## src/rtl/fan_tach_pkg.sv

```systemverilog
package fan_tach_pkg;

    typedef enum logic [1:0] {
        ST_IDLE  = 2'd0,
        ST_ARM   = 2'd1,
        ST_COUNT = 2'd2
    } tach_state_e;

endpackage

```

## src/rtl/tach_period_fsm.sv

```systemverilog
module tach_period_fsm
    import fan_tach_pkg::*;
#(
    parameter int W = 20
) (
    input  logic         clk,
    input  logic         rst_n,
    input  logic         enable_i,
    input  logic         rise_i,
    input  logic         win_bad_i,
    output logic [W-1:0] cnt_o,
    output logic [W-1:0] meas_o,
    output logic         valid_o,
    output logic         err_o
);
    localparam logic [W-1:0] CNT_MAX = {W{1'b1}};

    tach_state_e state, state_n;
    logic [W-1:0] cnt;
    logic         done_ev;
    logic         stall_ev;

    assign cnt_o = cnt;

    // state register
    always_ff @(posedge clk) begin
        if (!rst_n) state <= ST_IDLE;
        else        state <= state_n;
    end

    // next state
    always_comb begin
        state_n = state;
        unique case (state)
            ST_IDLE:  if (enable_i) state_n = ST_ARM;
            ST_ARM:   if (rise_i)   state_n = ST_COUNT;
            ST_COUNT: if (!rise_i && cnt == CNT_MAX) state_n = ST_ARM;
            default:  state_n = ST_IDLE;
        endcase
        if (!enable_i) state_n = ST_IDLE;
    end

    assign done_ev  = enable_i && (state == ST_COUNT) && rise_i;
    assign stall_ev = enable_i && (state == ST_COUNT) && !rise_i && (cnt == CNT_MAX);

    // interval counter
    always_ff @(posedge clk) begin
        if (!rst_n || !enable_i) begin
            cnt <= '0;
        end else begin
            unique case (state)
                ST_ARM:   if (rise_i) cnt <= W'(1);
                ST_COUNT: begin
                    if (rise_i)              cnt <= W'(1);
                    else if (cnt == CNT_MAX) cnt <= '0;
                    else                     cnt <= cnt + W'(1);
                end
                default:  cnt <= '0;
            endcase
        end
    end

    // registered outputs
    always_ff @(posedge clk) begin
        if (!rst_n) begin
            meas_o  <= '0;
            valid_o <= 1'b0;
            err_o   <= 1'b0;
        end else begin
            valid_o <= done_ev;
            err_o   <= (done_ev && win_bad_i) || stall_ev;
            if (done_ev)       meas_o <= cnt;
            else if (stall_ev) meas_o <= '0;
        end
    end

    // the valid strobe lasts one cycle
    a_r3_single_pulse: assert property (@(posedge clk) disable iff (!rst_n)
        valid_o |=> !valid_o);

    // a published measurement is never zero
    a_r3_nonzero_meas: assert property (@(posedge clk) disable iff (!rst_n)
        valid_o |-> (meas_o != '0));

    // the count moves only with a measurement or a stall
    a_r7_meas_moves_on_event: assert property (@(posedge clk) disable iff (!rst_n)
        !$stable(meas_o) |-> (valid_o || err_o));

    // an error without a measurement leaves a zero count
    a_r7_stall_clears: assert property (@(posedge clk) disable iff (!rst_n)
        (err_o && !valid_o) |-> (meas_o == '0));

    // disabled means no strobes next cycle
    a_r8_quiet_when_off: assert property (@(posedge clk) disable iff (!rst_n)
        !enable_i |=> (!valid_o && !err_o));

endmodule

```

## config.mk

```make
export PLATFORM = sky130hd
export DESIGN_NAME = tach_period_fsm
export DESIGN_NICKNAME = d
export VERILOG_FILES = /design/src/rtl/fan_tach_pkg.sv /design/src/rtl/tach_period_fsm.sv
export SDC_FILE = /design/constraint.sdc
export NUM_CORES = 1
export LEC_CHECK = 0
export CORE_MARGIN = 1
export CORE_UTILIZATION = 40
export DETAILED_ROUTE_END_ITERATION = 16
export PLACE_DENSITY_LB_ADDON = 0.08
export SYNTH_ARGS = -nofsm -noshare
export SYNTH_HDL_FRONTEND = slang
export SYNTH_SLANG_ARGS = --single-unit
```

## constraint.sdc

```tcl
create_clock -name clk -period 2.1 [get_ports clk]
set_input_delay 0.315 -clock clk [delete_from_list [all_inputs] [get_ports clk]]
set_output_delay 0.315 -clock clk [all_outputs]
set_load 0.03 [all_outputs]
```

==> results.yml, run 1 <==
status:
  status: "completed"
clocking:
  cts_resized: 0
  clockRootBuffer: "clkbuf_8"
  cts_hold_buf: 0
  cts_tree: "done"
  numCtsBuffers: 5
  cts_buffer_depth: 2
  clk_pin_slew_ns: 0.09
  cts.sinks: 44
  cts_max_level: 2
  cts_setup_buffers: 0
  clock_latency_ns: 0.29
worst_setup_path:
  worst_ep_arrival_time_ns: 2.15
  worst-r2r-setup-slack_ns: 0.19
  critPathTopFamily: "simple AND/OR/NAND/NOR gates"
  setup.worst_path.start: "state[0]"
  setup.worst_path.end_class: "flop"
  startpoint_type: "flop"
  max_stage_delay_ns: 0.48
  critPathMaxFanout: 6
  crit_buf_inv: 1
  cp.required_ns: 2.34
  worstSetupPathType: "flop to flop"
  r2r_start: "state[0]"
  slowest_stage: "or4_1"
  cp_cell_sequence: "inv_1 -> ha_1 -> nand3b_1 -> nor2_1 -> a21bo_2 -> or4_1 -> nand3_1"
die:
  coreArea_mm2: 0.00475
  die_y_um: 72.5
  initial_core_util: 0.418
  dieArea_mm2: 0.00525
  fp.dieW_um: 72.5
  rows: 25
  io_pins: 47
global_routing:
  antenna_found_initial: 0
  grt_overflow: 0
  grt_max_degree: 22
  grt_pass1_wl_um: 8990
  gr-usage-all-layers: 0.218
  grt_pass1_vias: 1815
cells_and_area:
  area_growth_pct: 42.8
  mostFrequentLayoutCell: "clkdlybuf4s50_1"
  utilization: 0.596
  fin_nets: 303
  drive_gt1_frac: 0.188
  mostFrequentLayoutCells: "46 x clkdlybuf4s50_1, 42 x dfxtp_1, 37 x buf_4, 20 x a22o_1, 18 x nand3_1"
  diodes: 0
synth:
  synth_cells: 217
  ys_seq_area_frac: 0.444
  synth_top_area_share: 0.444
  synth.distinct_cells: 40
  synth_fp_nets: 227
  ys_seq_elements: 44
  avgSynthCellArea_um2: 9.15
  synthTopCellsByArea: "dfxtp_1 44%, a22o_1 8.8%, nand3_1 4.5%, a31oi_1 3.5%, ha_1 3.2%"
  yosysWarningCount: 0
  synth_top_area_cell: "dfxtp_1"
  syn_area_mm2: 0.00199
routing:
  wl_per_cell_um: 14.6
  drt_iter0_drc: 199
  drc: 0
  dr_total_vias: 1946
  drtAntennaViolNets: 0
  viasPerCell: 5.41
  first_pass_iters: 4
  drt_wl_total_um: 5250
timing:
  relSlewSlack: 0.599
  hold_viol: 0
  finalSetupTns_ns: 0
  fmax_mhz: 523
  setup_viol: 0
  hold_ws_ns: 0.483
  fin_skew_ns: 0.00782
  min_period_ns: 1.91
  fin_crit_sh: 0.911
  tightestPinTransition_ns: 0.599
  rsz0062_at_grt: "no"
  timing.final.max_slew_violations: 0
power:
  leakagePower_nw: 1.07
  powerDensity_mw_per_mm2: 504
  ir_drop_v: 0.000271
placed_design:
  place.gp.congestion: 0.829
  dp_hpwl_um: 3910
  port_buffers: 46
worst_hold_path:
  hp-start: "meas_o[17]"
  hp-class: "flop to flop"
flow_run:
  drv_cap: 0
[cell families after synthesis]
group | synth area share
buffers and inverters | 0.0554
DFF | 0.444
adders and majority gates | 0.0315
and+or+nand+nor | 0.229
muxes | 0.0101
xor gates and xnor gates | 0.00882
AOI/OAI and AO/OA | 0.222
[state kept, by name, indices dropped and copies added, names as in the netlist]
signal / flops
cnt_o: 20
meas_o: 20
state: 2
err_o: 1
valid_o: 1
[routing by layer]
layer | GRT usage | share of wire | vias to the layer above
met2 | 0.346 | 0.45 | 59
met1 | 0.308 | 0.49 | 913
li1 | - | - | 970
met4 | 0.0392 | 0.0042 | 0
met3 | 0.0444 | 0.054 | 4
met5 | 0 | 0 | -
[layout make-up]
type / count / area [µm²]
well taps: 67 / 83.8
clock inverters: 2 / 12.5
multi-input cells: 149 / 995
clock buffers: 5 / 68.8
flip-flops and latches: 44 / 883
repair buffers: 84 / 758
inverters: 9 / 33.8
fillers: 449 / 1920
[metrics by stage]
| step | total power [mW] | std cells | worst slack (ns) | instance area [µm²] |
|---|---|---|---|---|
| after floorplan | 0.903 | 217 | 0.0324 | 1990 |
| after global routing | 1.50 | 360 | 0.000436 | 2840 |
| after detailed placement | 0.939 | 353 | 0.125 | 2750 |
| after global placement | 0.939 | 353 | 0.155 | 2750 |
| final | 1.43 | 360 | 0.186 | 2840 |
| after CTS | 1.45 | 360 | 0.185 | 2840 |
[Yosys cell counts]
library cell / instances
nand4_2: 1
o221a_2: 1
and4_1: 3
a21bo_2: 1
o21ai_0: 8
a31o_2: 2
xnor2_1: 1
nor3_1: 1
nand4b_1: 1
buf_6: 2
or4_1: 3
nand2_1: 12
and2_1: 1
inv_1: 9
a22o_1: 20
nand2b_1: 2
nand4_1: 6
nor4_1: 5
o22ai_1: 3
o21a_1: 2
dfxtp_1: 44
a21oi_2: 1
a311oi_1: 2
nor4_2: 1
a211o_1: 1
nand3b_1: 2
clkbuf_1: 9
mux2i_1: 2
a21oi_1: 8
nor4_4: 1
and3_1: 6
o2111ai_1: 1
xor2_1: 1
a31oi_1: 11
nand3_1: 18
ha_1: 5
nor2b_1: 2
or3_1: 2
buf_2: 4
nor2_1: 12
[worst register-to-register path, cell delays in order (launching register included)]
cell and delay (ns):
dfxtp_1 0.38, inv_1 0.08, ha_1 0.32, nand3b_1 0.11, nor2_1 0.13, a21bo_2 0.28
or4_1 0.48, nand3_1 0.09
[power breakdown]
group / total [mW] / leakage [nW] / internal (mW) / switching (mW)
logic: 0.0821 / 0.678 / 0.0369 / 0.0452
registers: 0.837 / 0.355 / 0.835 / 0.00195
clock network: 0.509 / 0.0400 / 0.226 / 0.283
total: 1.43 / 1.07 / 1.10 / 0.330
[path summary, 6_finish.rpt]
path         cells past startpoint          to
max                              7   cnt_o[19]
min                              1  meas_o[17]
max reg2reg                      7   cnt_o[19]
min reg2reg                      1  meas_o[17]
Note: power is estimated with default switching activity, not from simulation.
==> run 2, diff against run 1 <==
--- a/config.mk
+++ b/config.mk
@@ -5,9 +5,11 @@
 export SDC_FILE = /design/constraint.sdc
 export NUM_CORES = 1
 export LEC_CHECK = 0
+export CAP_MARGIN = 20
 export CORE_MARGIN = 1
 export CORE_UTILIZATION = 40
 export DETAILED_ROUTE_END_ITERATION = 16
+export GPL_ROUTABILITY_DRIVEN = 0
 export PLACE_DENSITY_LB_ADDON = 0.08
 export SYNTH_ARGS = -nofsm -noshare
 export SYNTH_HDL_FRONTEND = slang
==> results of run 2 <==
Final layout, timing and power as in run 1 (identical DEF).
